[src/rtl/wprpg_pkg.sv]
package wprpg_pkg;
  typedef enum logic [1:0] {
    WT_HALF     = 2'd0,
    WT_QUARTER  = 2'd1,
    WT_EIGHTH   = 2'd2,
    WT_SIXTEENTH = 2'd3
  } wt_code_e;

  localparam int GRP = 4;
endpackage

[src/rtl/wprpg_lfsr.sv]
module wprpg_lfsr #(
  parameter int WIDTH = 16,
  parameter logic [WIDTH-1:0] TAPS = 16'h8016,
  parameter logic [WIDTH-1:0] SEED = 16'hACE1
) (
  input  logic             clk_i,
  input  logic             rst_i,
  input  logic             en_i,
  output logic [WIDTH-1:0] state_o
);
  logic fb;

  assign fb = ^(state_o & TAPS);

  always_ff @(posedge clk_i) begin
    if (rst_i)     state_o <= SEED;
    else if (en_i) state_o <= {state_o[WIDTH-2:0], fb};
  end
endmodule

[src/rtl/wprpg_chan.sv]
module wprpg_chan
  import wprpg_pkg::*;
#(
  parameter int NBITS = GRP
) (
  input  logic [NBITS-1:0] bits_i,
  input  wt_code_e         code_i,
  input  logic             inv_i,
  output logic             bit_o
);
  logic [NBITS-1:0] use_m;

  always_comb begin
    for (int i = 0; i < NBITS; i++) use_m[i] = (i <= int'(code_i));
  end

  assign bit_o = (&(bits_i | ~use_m)) ^ inv_i;
endmodule

[src/rtl/wprpg_top.sv]
module wprpg_top
  import wprpg_pkg::*;
#(
  parameter int NCH   = 4,
  parameter int WIDTH = 16,
  parameter logic [WIDTH-1:0] TAPS = 16'h8016,
  parameter logic [WIDTH-1:0] SEED = 16'hACE1
) (
  input  logic             clk_i,
  input  logic             rst_i,
  input  logic             en_i,
  input  logic [2*NCH-1:0] wt_sel_i,
  input  logic [NCH-1:0]   wt_inv_i,
  output logic [NCH-1:0]   pat_o
);
  localparam int USED = NCH * GRP;

  logic [WIDTH-1:0] lfsr_q;
  logic [NCH-1:0]   pat_d;

  wprpg_lfsr #(.WIDTH(WIDTH), .TAPS(TAPS), .SEED(SEED)) u_lfsr (
    .clk_i  (clk_i),
    .rst_i  (rst_i),
    .en_i   (en_i),
    .state_o(lfsr_q)
  );

  for (genvar c = 0; c < NCH; c++) begin : g_ch
    wprpg_chan #(.NBITS(GRP)) u_chan (
      .bits_i(lfsr_q[c*GRP +: GRP]),
      .code_i(wt_code_e'(wt_sel_i[2*c +: 2])),
      .inv_i (wt_inv_i[c]),
      .bit_o (pat_d[c])
    );
  end

  if (WIDTH > USED) begin : g_spare
    logic unused_spare;
    assign unused_spare = ^lfsr_q[WIDTH-1:USED];
  end

  always_ff @(posedge clk_i) begin
    if (rst_i)     pat_o <= '0;
    else if (en_i) pat_o <= pat_d;
  end
endmodule

[config.mk]
export PLATFORM = sky130hd
export DESIGN_NAME = wprpg_top
export DESIGN_NICKNAME = d
export VERILOG_FILES = /design/src/rtl/wprpg_pkg.sv /design/src/rtl/wprpg_lfsr.sv /design/src/rtl/wprpg_chan.sv /design/src/rtl/wprpg_top.sv
export SDC_FILE = /design/constraint.sdc
export NUM_CORES = 1
export LEC_CHECK = 0
export BUFFER_PORTS_ARGS = -buffer_cell sky130_fd_sc_hd__buf_2
export CAP_MARGIN = 30
export CELL_PAD_IN_SITES_DETAIL_PLACEMENT = 2
export CELL_PAD_IN_SITES_GLOBAL_PLACEMENT = 2
export CORE_ASPECT_RATIO = 0.5
export CORE_MARGIN = 3
export CORE_UTILIZATION = 31
export DETAILED_ROUTE_END_ITERATION = 16
export GPL_TIMING_DRIVEN = 0
export HOLD_SLACK_MARGIN = 0.05
export PLACE_DENSITY = 0.74
export SLEW_MARGIN = 20
export SYNTH_ARGS = -nofsm -noshare
export SYNTH_HDL_FRONTEND = slang
export SYNTH_SLANG_ARGS = --single-unit
[constraint.sdc]
create_clock -name clk_i -period 1.7 [get_ports clk_i]
set_clock_uncertainty 0.2 [all_clocks]
set_input_delay 0.34 -clock clk_i [delete_from_list [all_inputs] [get_ports clk_i]]
set_output_delay 0.34 -clock clk_i [all_outputs]
set_load 0.1 [all_outputs]
* Word-level counts from Yosys, hierarchy flattened
Cells that the tools add are included.
Widths: inputs -> output; s select.
** Storage, ports and cells
- Bits in registers :: 20
** Operators by class
- Magnitude comparators :: 12
- Bitwise gates (word level) :: 12
- Reduce and logical (&&, ||, !) cells :: 5
** Operator list (number)
- $le 2x2->1 const A :: 8
- $not 4->4 :: 4
- $or 4x4->4 :: 4
- $reduce_and 4->1 :: 4
- $reduce_xor 16->1 :: 1
- $le 1x2->1 const A :: 4
- $xor 1x1->1 :: 4

* Longest topological paths before layout
- Word-level depth :: 5
- Depth in mapped cells :: 5
- Gate-level depth less buffers :: 4

* By module
From an unflattened synthesis, not the netlist that was laid out.
** Unflattened totals
- Cell total of the unflattened synthesis :: 108
- Area, all modules :: 1014.7 um^2
** Modules (own cells, without submodules)
- wprpg_lfsr :: times used 1, area each 619.3 um^2, cells an instance 55, sequential area each 320.3 um^2
- wprpg_chan :: times used 4, area each 63.8 um^2, cells an instance 10, sequential area each 0.0 um^2
- wprpg_top :: times used 1, area each 140.1 um^2, cells an instance 13, sequential area each 80.1 um^2

* Worst setup path before layout
OpenSTA, ideal clock, no wires.
- Kind :: reg-to-reg
- Start :: reg pat_o[2] (netlist name)
- End :: reg pat_o[2]
- Cell stages (with the launch flop) :: 3
- Data arrival time :: 1.298 ns
- Setup slack :: 0.089 ns
- Period minus slack after synthesis :: 1.611 ns
- Setup time :: 0.112 ns
- Path through :: dfxtp_1 > nor2_1 > a2111oi_1
** RTL lines
- end signal, assigned :: line wprpg_top.sv:44 : else if (en_i) pat_o <= pat_d;
- end, declared :: line wprpg_top.sv:14 : output logic [NCH-1:0] pat_o

* Worst setup path in the final report
- Start :: reg pat_o[1]
- End :: out pat_o[1]
No word-level cell between the ends.

==> run summary <==
Antenna violations before repair: 0
Area added between synthesis and finish: 21.6%
Max Freq: 0.639 GHz
Area of the multi-input gates: 467 um2
Max Transition Viols Final: 0
CP bufs+invs: 1
Worst hold path class: input pin to flip-flop
CTS tree: built
Worst path slowest cell: buf_2
Clock Tree Root: clkbuf_8
Mapped cell area: 916 um2
Depth of the most critical reg-to-reg path: 3
Commonest non-fill, non-tap cell in the layout: dfxtp_1
Seq/Total Area, Yosys: 43.7%
Least-Margin Pin Slew: 0.488 ns
CP Depth: 1
Critical path type: flip-flop to primary output
Part of the cycle the worst path needs: 92.1%
Worst slew margin: 67.5%
Share of cells above drive strength 1: 22.1%
Startpoint Class: flip-flop
CP top delay family: buffers and inverters
Tmin final: 1.57 ns
Layout net count: 138
Die area: 3680 um2
Net Count, Synth: 117
Ant. Diodes: 0
Largest net degree at the start of global routing: 13
DRT iter0 DRCs: 10
Total CTS buffers: 3
CTS H-tree depth: 1
Yosys reg bits: 20
CORE AREA: 2700 um2
Post-synthesis area per instance: 8.98 um2
FP Rows: 13
Final setup violation count: 0
Crit-path max FO: 2
Hpwl dp: 1.82 mm
Total GRT Usage: 14.1%
RSZ-0062 raised after global routing: no
Worst VDD drop: 0.499 mV
Routability congestion estimate: 0.663
Critical-path cell list: buf_2
Run status: finished clean
Final core occ: 41.2%
Unique masters post-synth: 25
WHS Path Cells: 3
Vias: 774
Pwr dens: 1090 nW/um2
Chip width: 82.9 um
DRC: 0
Post-DP Area: 1040 um2
P_int: 891 uW
Non-Filler Instances: 159
Setup TNS: 0 ns
Vias in the first global route: 839
Flop pwr share: 43.8%
Io pins: 19
Slowest stage delay, CP: 0.43 ns
Post-route ant nets: 0
Routed wire length: 2.39 mm
IO buf count: 16
WL/cell: 15.0 um
Leakage: 0.000506 uW
First-pass iteration count of the detailed router: 4
Clock sink total: 20
Clock buffer depth: 2
Vias per cell: 4.87
Worst EP arrival: 1.03 ns
Clock Power Share: 39.5%
Storage cell area: 400 um2
Initial Util: 33.9%
Highest-count cells in the layout ignoring fill and taps: 20 x dfxtp_1, 19 x buf_2, 16 x nor2_1
Hold Slack: 0.182 ns
DP Cell Count: 155
Crit end category: primary output
First-pass GRT wire length: 4.08 mm
Ys Warns: 0
Remaining global-route overflow: 0
WP data required: 1.16 ns
Switching power: 319 uW
Post-Syn Instances: 102
Setup bufs post-CTS: 0
Filler Cell Count: 315
Final Cell Area: 1110 um2
Final Hold Fails: 0
Net Sw Frac: 26.4%
CTS resizes: 0
Clk_lat worst skew: 0.26 ns
Hold_buf cts: 0
Die H: 44.4 um
Clock-pin transition on the worst setup and hold timing paths: 0.08 ns
Comb pwr share: 16.7%
Max-cap viol count: 0
[flip-flops by register name, indices dropped and copies added (netlist names)]
| signal | flops |
|---|---|
| pat_o | 4 |
| u_lfsr.state_o | 16 |
[per-layer routing]
metal	track usage [%]	wire [um]	vias up
met1	17.4	1210	369
li1	-	-	390
met2	24.8	1050	15
met5	0	0	-
met4	1.95	0	0
met3	5.20	126	0
[cells by family (layout without fill, tap and decap cells)]
family	count (synthesis)	count (layout)	synth area share [%]
AND/OR/NAND/NOR	38	38	20.1
XOR/XNOR	3	3	2.87
buffers and inverters	11	31	5.33
AO/OA/AOI/OAI	22	22	19.3
flip-flops	20	20	43.7
multiplexers	8	8	8.74
[power groups by stage]
| stage | Sequential, uW | Combinational [uW] | Clock [uW] |
|---|---|---|---|
| floorplan | 586 | 101 | 0 |
| global placement | 539 | 196 | 0 |
| detailed placement | 541 | 205 | 0 |
| CTS | 531 | 206 | 493 |
| global route | 535 | 223 | 515 |
| finish | 530 | 202 | 478 |
[cells in the mapped netlist]
| master | count | area (um2) |
|---|---|---|
| dfxtp_1 | 20 | 400 |
| nor2_1 | 16 | 60.1 |
| mux2i_1 | 8 | 80.1 |
| nor2b_1 | 8 | 50.1 |
| a211o_1 | 7 | 61.3 |
| inv_1 | 4 | 15.0 |
| nand2_1 | 4 | 15.0 |
| a21boi_1 | 3 | 22.5 |
| buf_2 | 3 | 15.0 |
| nand2b_1 | 3 | 18.8 |
| nor3_1 | 3 | 15.0 |
| nor4_1 | 3 | 18.8 |
| o211a_1 | 3 | 30.0 |
| xnor2_1 | 3 | 26.3 |
| a21oi_1 | 2 | 10.0 |
| clkbuf_1 | 2 | 7.51 |
| o21ai_1 | 2 | 10.0 |
| a2111oi_0 | 1 | 8.76 |
| a2111oi_1 | 1 | 10.0 |
| a211o_2 | 1 | 10.0 |
| buf_4 | 1 | 7.51 |
| inv_2 | 1 | 3.75 |
| o21ai_0 | 1 | 5.00 |
| o21ai_2 | 1 | 8.76 |
| or2_1 | 1 | 6.26 |
[per-stage QoR]
stage                     total power, uW  setup WS, ns
after global placement                735         0.101
after floorplan                       687        0.0895
after detailed placement              746         0.111
final                                1210         0.134
after global routing                 1270        0.0996
after CTS                            1230         0.128
[area by class of cell]
type                       instances  share of cell area (%)
timing repair buffer              16                    7.19
clock buffer                       3                    3.71
inverter                           5                    1.69
multi-input combinational         71                    41.9
sequential                        20                    36.0
tap                               37                    4.16
clock inverter                     1                    2.70
buffer                             6                    2.70
[tightest hold or removal path: stages]
cell,delay (ns)
buf_2,0.09
a211o_1,0.11
a2111oi_1,0.06
[worst paths after layout]
kind	from	end	slack, ns
hold reg to reg	pat_o[3]	pat_o[3]	0.28
setup / recovery	pat_o[1]	pat_o[1]	0.13
hold / removal	wt_sel_i[4]	pat_o[2]	0.18
setup reg to reg	u_lfsr.state_o[9]	pat_o[2]	0.31
No activity file was read; power rests on OpenSTA's default activity.
